## config.mk

```make
export PLATFORM = sky130hd
export DESIGN_NAME = sync_rx
export DESIGN_NICKNAME = d
export VERILOG_FILES = /design/src/rtl/srx_pkg.sv /design/src/rtl/srx_clk_front.sv /design/src/rtl/srx_shifter.sv /design/src/rtl/srx_regs.sv /design/src/rtl/sync_rx.sv
export SDC_FILE = /design/constraint.sdc
export NUM_CORES = 1
export LEC_CHECK = 0
export BUFFER_PORTS_ARGS = -buffer_cell sky130_fd_sc_hd__buf_2
export CORE_ASPECT_RATIO = 1.75
export CORE_MARGIN = 5
export CORE_UTILIZATION = 55
export CTS_CLUSTER_DIAMETER = 30
export CTS_CLUSTER_SIZE = 25
export DETAILED_ROUTE_END_ITERATION = 10
export GPL_TIMING_DRIVEN = 0
export PLACE_DENSITY = 0.77
export SYNTH_ARGS = -nofsm -noshare
export SYNTH_HDL_FRONTEND = slang
export SYNTH_HIERARCHICAL = 1
export SYNTH_SLANG_ARGS = --single-unit
export TNS_END_PERCENT = 100
```

## constraint.sdc

```tcl
create_clock -name clk -period 2.58 [get_ports clk]
set_clock_uncertainty 0.05 [all_clocks]
set_input_delay 0.516 -clock clk [delete_from_list [all_inputs] [get_ports clk]]
set_output_delay 0.516 -clock clk [all_outputs]
set_load 0.02 [all_outputs]
```

## src/rtl/srx_pkg.sv

```systemverilog
package srx_pkg;

    localparam int ADDR_W = 2;

    typedef enum logic [ADDR_W-1:0] {
        A_CTRL = 2'd0,
        A_STAT = 2'd1,
        A_DATA = 2'd2,
        A_NONE = 2'd3
    } reg_addr_e;

    // bit positions inside the control and status words
    localparam int CTRL_EN  = 0;
    localparam int CTRL_IE  = 1;
    localparam int CTRL_EXT = 2;
    localparam int STAT_FULL = 0;
    localparam int STAT_OVR  = 1;

    typedef struct packed {
        logic ext;
        logic ie;
        logic en;
    } ctrl_t;

endpackage

```

## src/rtl/srx_clk_front.sv

```systemverilog
// Shift-clock front end: synchronizes the external clock and data,
// or generates a fixed-rate clock, and emits one sample strobe per
// rising shift-clock edge.
module srx_clk_front #(
    parameter int HALF_DIV    = 4,
    parameter int SYNC_STAGES = 2
) (
    input  logic clk,
    input  logic rst_n,
    input  logic en,
    input  logic ext,
    input  logic sck_in,
    input  logic rxd,
    output logic sample,
    output logic bit_val,
    output logic sck_out,
    output logic sck_oe
);

    localparam int DIV_W = (HALF_DIV > 1) ? $clog2(HALF_DIV) : 1;
    localparam logic [DIV_W-1:0] DIV_LAST = DIV_W'(HALF_DIV - 1);

    typedef struct packed {
        logic [SYNC_STAGES:0]   sck_sh;
        logic [SYNC_STAGES-1:0] rxd_sh;
        logic [DIV_W-1:0]       div;
        logic                   gen_clk;
    } front_t;

    front_t q, d;
    logic ext_rise;
    logic int_rise;

    always_comb begin
        d        = q;
        int_rise = 1'b0;

        d.sck_sh = {q.sck_sh[SYNC_STAGES-1:0], sck_in};
        d.rxd_sh = {q.rxd_sh[SYNC_STAGES-2:0], rxd};
        ext_rise = q.sck_sh[SYNC_STAGES-1] & ~q.sck_sh[SYNC_STAGES];

        if (!en || ext) begin
            d.div     = '0;
            d.gen_clk = 1'b1;
        end else if (q.div == DIV_LAST) begin
            d.div     = '0;
            d.gen_clk = ~q.gen_clk;
            int_rise  = ~q.gen_clk;
        end else begin
            d.div = q.div + 1'b1;
        end

        sample  = en & (ext ? ext_rise : int_rise);
        bit_val = q.rxd_sh[SYNC_STAGES-1];
        sck_out = q.gen_clk;
        sck_oe  = en & ~ext;
    end

    always_ff @(posedge clk or negedge rst_n) begin
        if (!rst_n) begin
            q.sck_sh  <= '1;
            q.rxd_sh  <= '0;
            q.div     <= '0;
            q.gen_clk <= 1'b1;
        end else begin
            q <= d;
        end
    end

endmodule

```

## src/rtl/srx_shifter.sv

```systemverilog
// Bit counter and LSB-first shift register; pulses frame_done for one
// cycle with the assembled word when the last bit is captured.
module srx_shifter #(
    parameter int DATA_W = 8
) (
    input  logic              clk,
    input  logic              rst_n,
    input  logic              en,
    input  logic              sample,
    input  logic              bit_val,
    output logic              frame_done,
    output logic [DATA_W-1:0] frame_data
);

    localparam int CNT_W = (DATA_W > 1) ? $clog2(DATA_W) : 1;
    localparam logic [CNT_W-1:0] CNT_LAST = CNT_W'(DATA_W - 1);

    typedef struct packed {
        logic [DATA_W-1:0] sr;
        logic [CNT_W-1:0]  cnt;
        logic              done;
        logic [DATA_W-1:0] word;
    } shift_t;

    shift_t q, d;
    logic [DATA_W-1:0] shifted;

    always_comb begin
        d       = q;
        d.done  = 1'b0;
        shifted = {bit_val, q.sr[DATA_W-1:1]};

        if (!en) begin
            d.sr  = '0;
            d.cnt = '0;
        end else if (sample) begin
            d.sr = shifted;
            if (q.cnt == CNT_LAST) begin
                d.cnt  = '0;
                d.done = 1'b1;
                d.word = shifted;
            end else begin
                d.cnt = q.cnt + 1'b1;
            end
        end

        frame_done = q.done;
        frame_data = q.word;
    end

    always_ff @(posedge clk or negedge rst_n) begin
        if (!rst_n) begin
            q <= '0;
        end else begin
            q <= d;
        end
    end

endmodule

```

## src/rtl/srx_regs.sv

```systemverilog
// Control register, data register and the full/overrun flags.
module srx_regs
    import srx_pkg::*;
#(
    parameter int DATA_W = 8
) (
    input  logic              clk,
    input  logic              rst_n,
    input  logic              wr_en,
    input  logic [ADDR_W-1:0] addr,
    input  logic [DATA_W-1:0] wdata,
    input  logic              frame_done,
    input  logic [DATA_W-1:0] frame_data,
    output logic [DATA_W-1:0] rdata,
    output ctrl_t             ctrl,
    output logic              full_flag,
    output logic              ovr_flag
);

    typedef struct packed {
        ctrl_t             ctrl;
        logic              full;
        logic              ovr;
        logic [DATA_W-1:0] rdr;
    } regs_t;

    regs_t q, d;

    always_comb begin
        d = q;

        if (wr_en) begin
            case (reg_addr_e'(addr))
                A_CTRL: begin
                    d.ctrl.en  = wdata[CTRL_EN];
                    d.ctrl.ie  = wdata[CTRL_IE];
                    d.ctrl.ext = wdata[CTRL_EXT];
                end
                A_STAT: begin
                    if (wdata[STAT_FULL]) d.full = 1'b0;
                    if (wdata[STAT_OVR])  d.ovr  = 1'b0;
                end
                default: ;
            endcase
        end

        // a completing frame is judged on the flags before this cycle's
        // write, and its effect overrides a same-cycle clear
        if (frame_done) begin
            if (q.full) begin
                d.ovr = 1'b1;
            end else if (!q.ovr) begin
                d.rdr  = frame_data;
                d.full = 1'b1;
            end
        end

        rdata = '0;
        case (reg_addr_e'(addr))
            A_CTRL: begin
                rdata[CTRL_EN]  = q.ctrl.en;
                rdata[CTRL_IE]  = q.ctrl.ie;
                rdata[CTRL_EXT] = q.ctrl.ext;
            end
            A_STAT: begin
                rdata[STAT_FULL] = q.full;
                rdata[STAT_OVR]  = q.ovr;
            end
            A_DATA:  rdata = q.rdr;
            default: rdata = '0;
        endcase

        ctrl      = q.ctrl;
        full_flag = q.full;
        ovr_flag  = q.ovr;
    end

    always_ff @(posedge clk or negedge rst_n) begin
        if (!rst_n) begin
            q <= '0;
        end else begin
            q <= d;
        end
    end

endmodule

```

## src/rtl/sync_rx.sv

```systemverilog
module sync_rx
    import srx_pkg::*;
#(
    parameter int DATA_W      = 8,
    parameter int HALF_DIV    = 4,
    parameter int SYNC_STAGES = 2
) (
    input  logic              clk,
    input  logic              rst_n,
    input  logic              sck_in,
    output logic              sck_out,
    output logic              sck_oe,
    input  logic              rxd,
    input  logic              wr_en,
    input  logic [ADDR_W-1:0] addr,
    input  logic [DATA_W-1:0] wdata,
    output logic [DATA_W-1:0] rdata,
    output logic              irq_rx,
    output logic              irq_err
);

    ctrl_t             ctrl;
    logic              sample;
    logic              bit_val;
    logic              frame_done;
    logic [DATA_W-1:0] frame_data;
    logic              full_flag;
    logic              ovr_flag;

    srx_clk_front #(
        .HALF_DIV   (HALF_DIV),
        .SYNC_STAGES(SYNC_STAGES)
    ) u_front (
        .clk    (clk),
        .rst_n  (rst_n),
        .en     (ctrl.en),
        .ext    (ctrl.ext),
        .sck_in (sck_in),
        .rxd    (rxd),
        .sample (sample),
        .bit_val(bit_val),
        .sck_out(sck_out),
        .sck_oe (sck_oe)
    );

    srx_shifter #(
        .DATA_W(DATA_W)
    ) u_shift (
        .clk       (clk),
        .rst_n     (rst_n),
        .en        (ctrl.en),
        .sample    (sample),
        .bit_val   (bit_val),
        .frame_done(frame_done),
        .frame_data(frame_data)
    );

    srx_regs #(
        .DATA_W(DATA_W)
    ) u_regs (
        .clk       (clk),
        .rst_n     (rst_n),
        .wr_en     (wr_en),
        .addr      (addr),
        .wdata     (wdata),
        .frame_done(frame_done),
        .frame_data(frame_data),
        .rdata     (rdata),
        .ctrl      (ctrl),
        .full_flag (full_flag),
        .ovr_flag  (ovr_flag)
    );

    // error request replaces the receive request during an overrun
    always_comb begin
        irq_err = ctrl.ie & ovr_flag;
        irq_rx  = ctrl.ie & full_flag & ~ovr_flag;
    end

endmodule

```

==> results.json <==
{
  "clkPwrFrac_pct": 38.3,
  "cp.depth": 5,
  "critPathTopFamily": "compound AO/OA/AOI/OAI gates",
  "ff2ff_path_depth": 5,
  "slew_headroom_pct": 42.8,
  "power.density_mw_per_mm2": 614,
  "clkTransAtPathRegs_ns": 0.08,
  "initial_core_util_pct": 57.6,
  "synth_edf_count": 0,
  "required_ns": 2.70,
  "yosysUniqueCellTypes": 32,
  "drc_errors": 0,
  "endpoint_kind": "flop",
  "synth_area_mm2": 0.00183,
  "switchingPower_uw": 285,
  "core_mm2": 0.00318,
  "hold_start": "sck_in",
  "grt_max_degree": 41,
  "p_total_uw": 1280,
  "die_w_um": 53.6,
  "fin_crit_sh_pct": 75.6,
  "holdPathEnd": "u_front/d[6]",
  "path_class": "flop to flop",
  "postSynthAreaPerCell_um2": 14.2,
  "die_h_um": 86.3,
  "rsz0062_at_grt": "no",
  "syn_to_final_growth_pct": 14.3,
  "setup_viol": 0,
  "die_area_mm2": 0.00462,
  "hp-class": "input port to flop",
  "rows": 27,
  "cp_slowest_cell": "o21ai_0",
  "syn-num-nets": 147,
  "gp_congestion": 0.693,
  "ys_seq_area_share_pct": 55.0,
  "dp_cells": 192,
  "antenna_left": 0,
  "rrSetupSlack_ns": 0.63,
  "wirelength_um": 2960,
  "critical_path_buf_inv_count": 1,
  "crit_chain": "buf_4 > nand2b_4 > o21ai_0 > nand3_4 > mux2_4",
  "synth_cells": 129,
  "io_buffers": 20,
  "crit_fanout": 9,
  "tightestPinTransition_ns": 0.858,
  "ir_drop_v": 0.000505,
  "final_nets": 174,
  "seqPwrFrac_pct": 51.8,
  "layout.cells.non_filler": 200,
  "post_cts_buffers": 0,
  "cts_root_buffer": "clkbuf_8",
  "drt-initial-drc-count": 9,
  "numCtsBuffers": 5,
  "dr_total_vias": 1029,
  "cts-htree-levels": 2,
  "critPathArrivalTime_ns": 2.07,
  "cts_hold_buf": 0,
  "pwr-share-comb_pct": 10.0,
  "start_kind": "flop",
  "synthFlopType": "dfrtp_1",
  "cts-resized-gates": 0,
  "tritoncts": "built",
  "gr-usage-all-layers_pct": 15.6,
  "swShare_pct": 22.3,
  "wl_per_cell_um": 14.8,
  "cts_buffer_depth": 2,
  "grt_antenna_before_repair": 0,
  "max_stage_delay_ns": 0.45,
  "num_io_pins": 27,
  "ys.warnings.count": 6,
  "outcome": "finished, final reports clean",
  "insertion_delay_ns": 0.29,
  "hold_violations": 0,
  "maxCapViolCount": 0,
  "dp_hpwl_um": 2200,
  "via_per_inst": 5.15,
  "timing.rr.end": "u_shift/frame_data[4]",
  "leakage_uw": 0.00106,
  "grt_overflow": 0,
  "max_freq_mhz": 513,
  "post-route-min-period_ns": 1.95,
  "p_int_uw": 997,
  "layout-drive-gt1-share_pct": 47.1,
  "cts_sinks": 40,
  "antenna_cells": 0,
  "final.setup.tns_ns": 0,
  "async_flop_share_pct": 100,
  "whs_path_depth": 1,
  "drv_slew": 0,
  "grt_pass1_vias": 1128,
  "grt_first_pass_wirelength_um": 5200,
  "rr_startpoint": "u_regs/ctrl[2]",
  "dr.pass1.iters": 3,
  "synth_seq_cells": 40
}
## worst max path at each step
stage | start | endpoint | slack, ns
2_1_floorplan | u_regs/ctrl[2] | u_shift/frame_data[0] | 0.80
3_3_place_gp | u_regs/ctrl[2] | u_shift/frame_data[1] | 0.62
3_5_place_dp | u_regs/ctrl[2] | u_shift/frame_data[4] | 0.63
4_1_cts | u_regs/ctrl[2] | u_shift/frame_data[1] | 0.60
5_1_grt | u_regs/ctrl[2] | u_shift/frame_data[2] | 0.54
6_report | u_regs/ctrl[2] | u_shift/frame_data[4] | 0.63
## synthesized netlist by cell type, types with 2 or more instances
library cell	instances	area share, %
mux2i_1	12	6.6
o2bb2ai_1	2	0.96
nand4b_1	3	1.4
mux2_2	11	6.8
nor3b_2	2	1.4
and2_1	5	1.7
dfrtp_1	36	49
mux2_4	8	6.6
dfstp_2	4	5.7
nor2b_1	11	3.8
ha_1	3	2.1
buf_4	11	4.5
nand2b_1	2	0.68
## area by class of cell
type	count	area, um^2
fill	272	1090
sequential	40	1010
multi-input combinational	73	712
buffer	14	103
timing repair buffer	20	100
clock buffer	6	72.6
tap	43	53.8
clock inverter	2	35.0
inverter	2	7.51
## worst register-to-register path: stages (launching register included)
cell and delay, ns:
dfrtp_1 0.41, buf_4 0.15, nand2b_4 0.14, o21ai_0 0.45, nand3_4 0.28, mux2_4 0.36
## state kept, by name (all words and copies together) (netlist names)
signal,flops
u_front/bit_val,1
u_front/d,3
u_front/q,3
u_front/sck_out,1
u_regs/ctrl,3
u_regs/full_flag,1
u_regs/ovr_flag,1
u_regs/q,8
u_shift/frame_data,8
u_shift/frame_done,1
u_shift/q,10
## power groups by stage
stage | Sequential, uW | Clock, uW | Combinational, uW
final | 664 | 491 | 128
after global routing | 666 | 541 | 141
after global placement | 674 | 0 | 124
after CTS | 664 | 508 | 130
after detailed placement | 675 | 0 | 130
after floorplan | 671 | 0 | 89.0
## layout by cell type (no fill, tap or decap), types with 2 or more instances in the layout
cell type and n:
dfrtp_1 36, buf_2 21, mux2i_1 12, nor2b_1 11
mux2_2 11, buf_4 11, mux2_4 8, clkbuf_8 5
and2_1 5, dfstp_2 4, nand4b_1 3, ha_1 3
clkbuf_1 2, nand2b_1 2, o2bb2ai_1 2, nor3b_2 2
## cells by family after synthesis
logic type               synth area share [%]
flip-flops                               55.0
AND/OR/NAND/NOR                          14.3
multiplexers                             19.9
buffers and inverters                    6.02
AO/OA/AOI/OAI                            2.67
adder cells (fa/ha/maj)                  2.05
## metrics by stage
step                      utilization (%)  instance area (um^2)  hold WS (ns)  setup slack, ns
after floorplan                         -                  1830         0.170            0.798
after global placement               62.4                  1980         0.284            0.622
after detailed placement             62.4                  1980         0.286            0.628
after CTS                            65.8                  2090         0.263            0.601
after global routing                 65.8                  2090         0.257            0.538
final                                65.8                  2090         0.271            0.630
## per-layer routing
metal | routed length [um] | vias up | track usage (%)
met1 | 1170 | 511 | 17.5
met5 | 0 | - | 0
met4 | 85 | 0 | 7.44
met2 | 1570 | 27 | 26.3
li1 | - | 484 | -
met3 | 136 | 7 | 4.65
(Power assumes the default switching activity.)
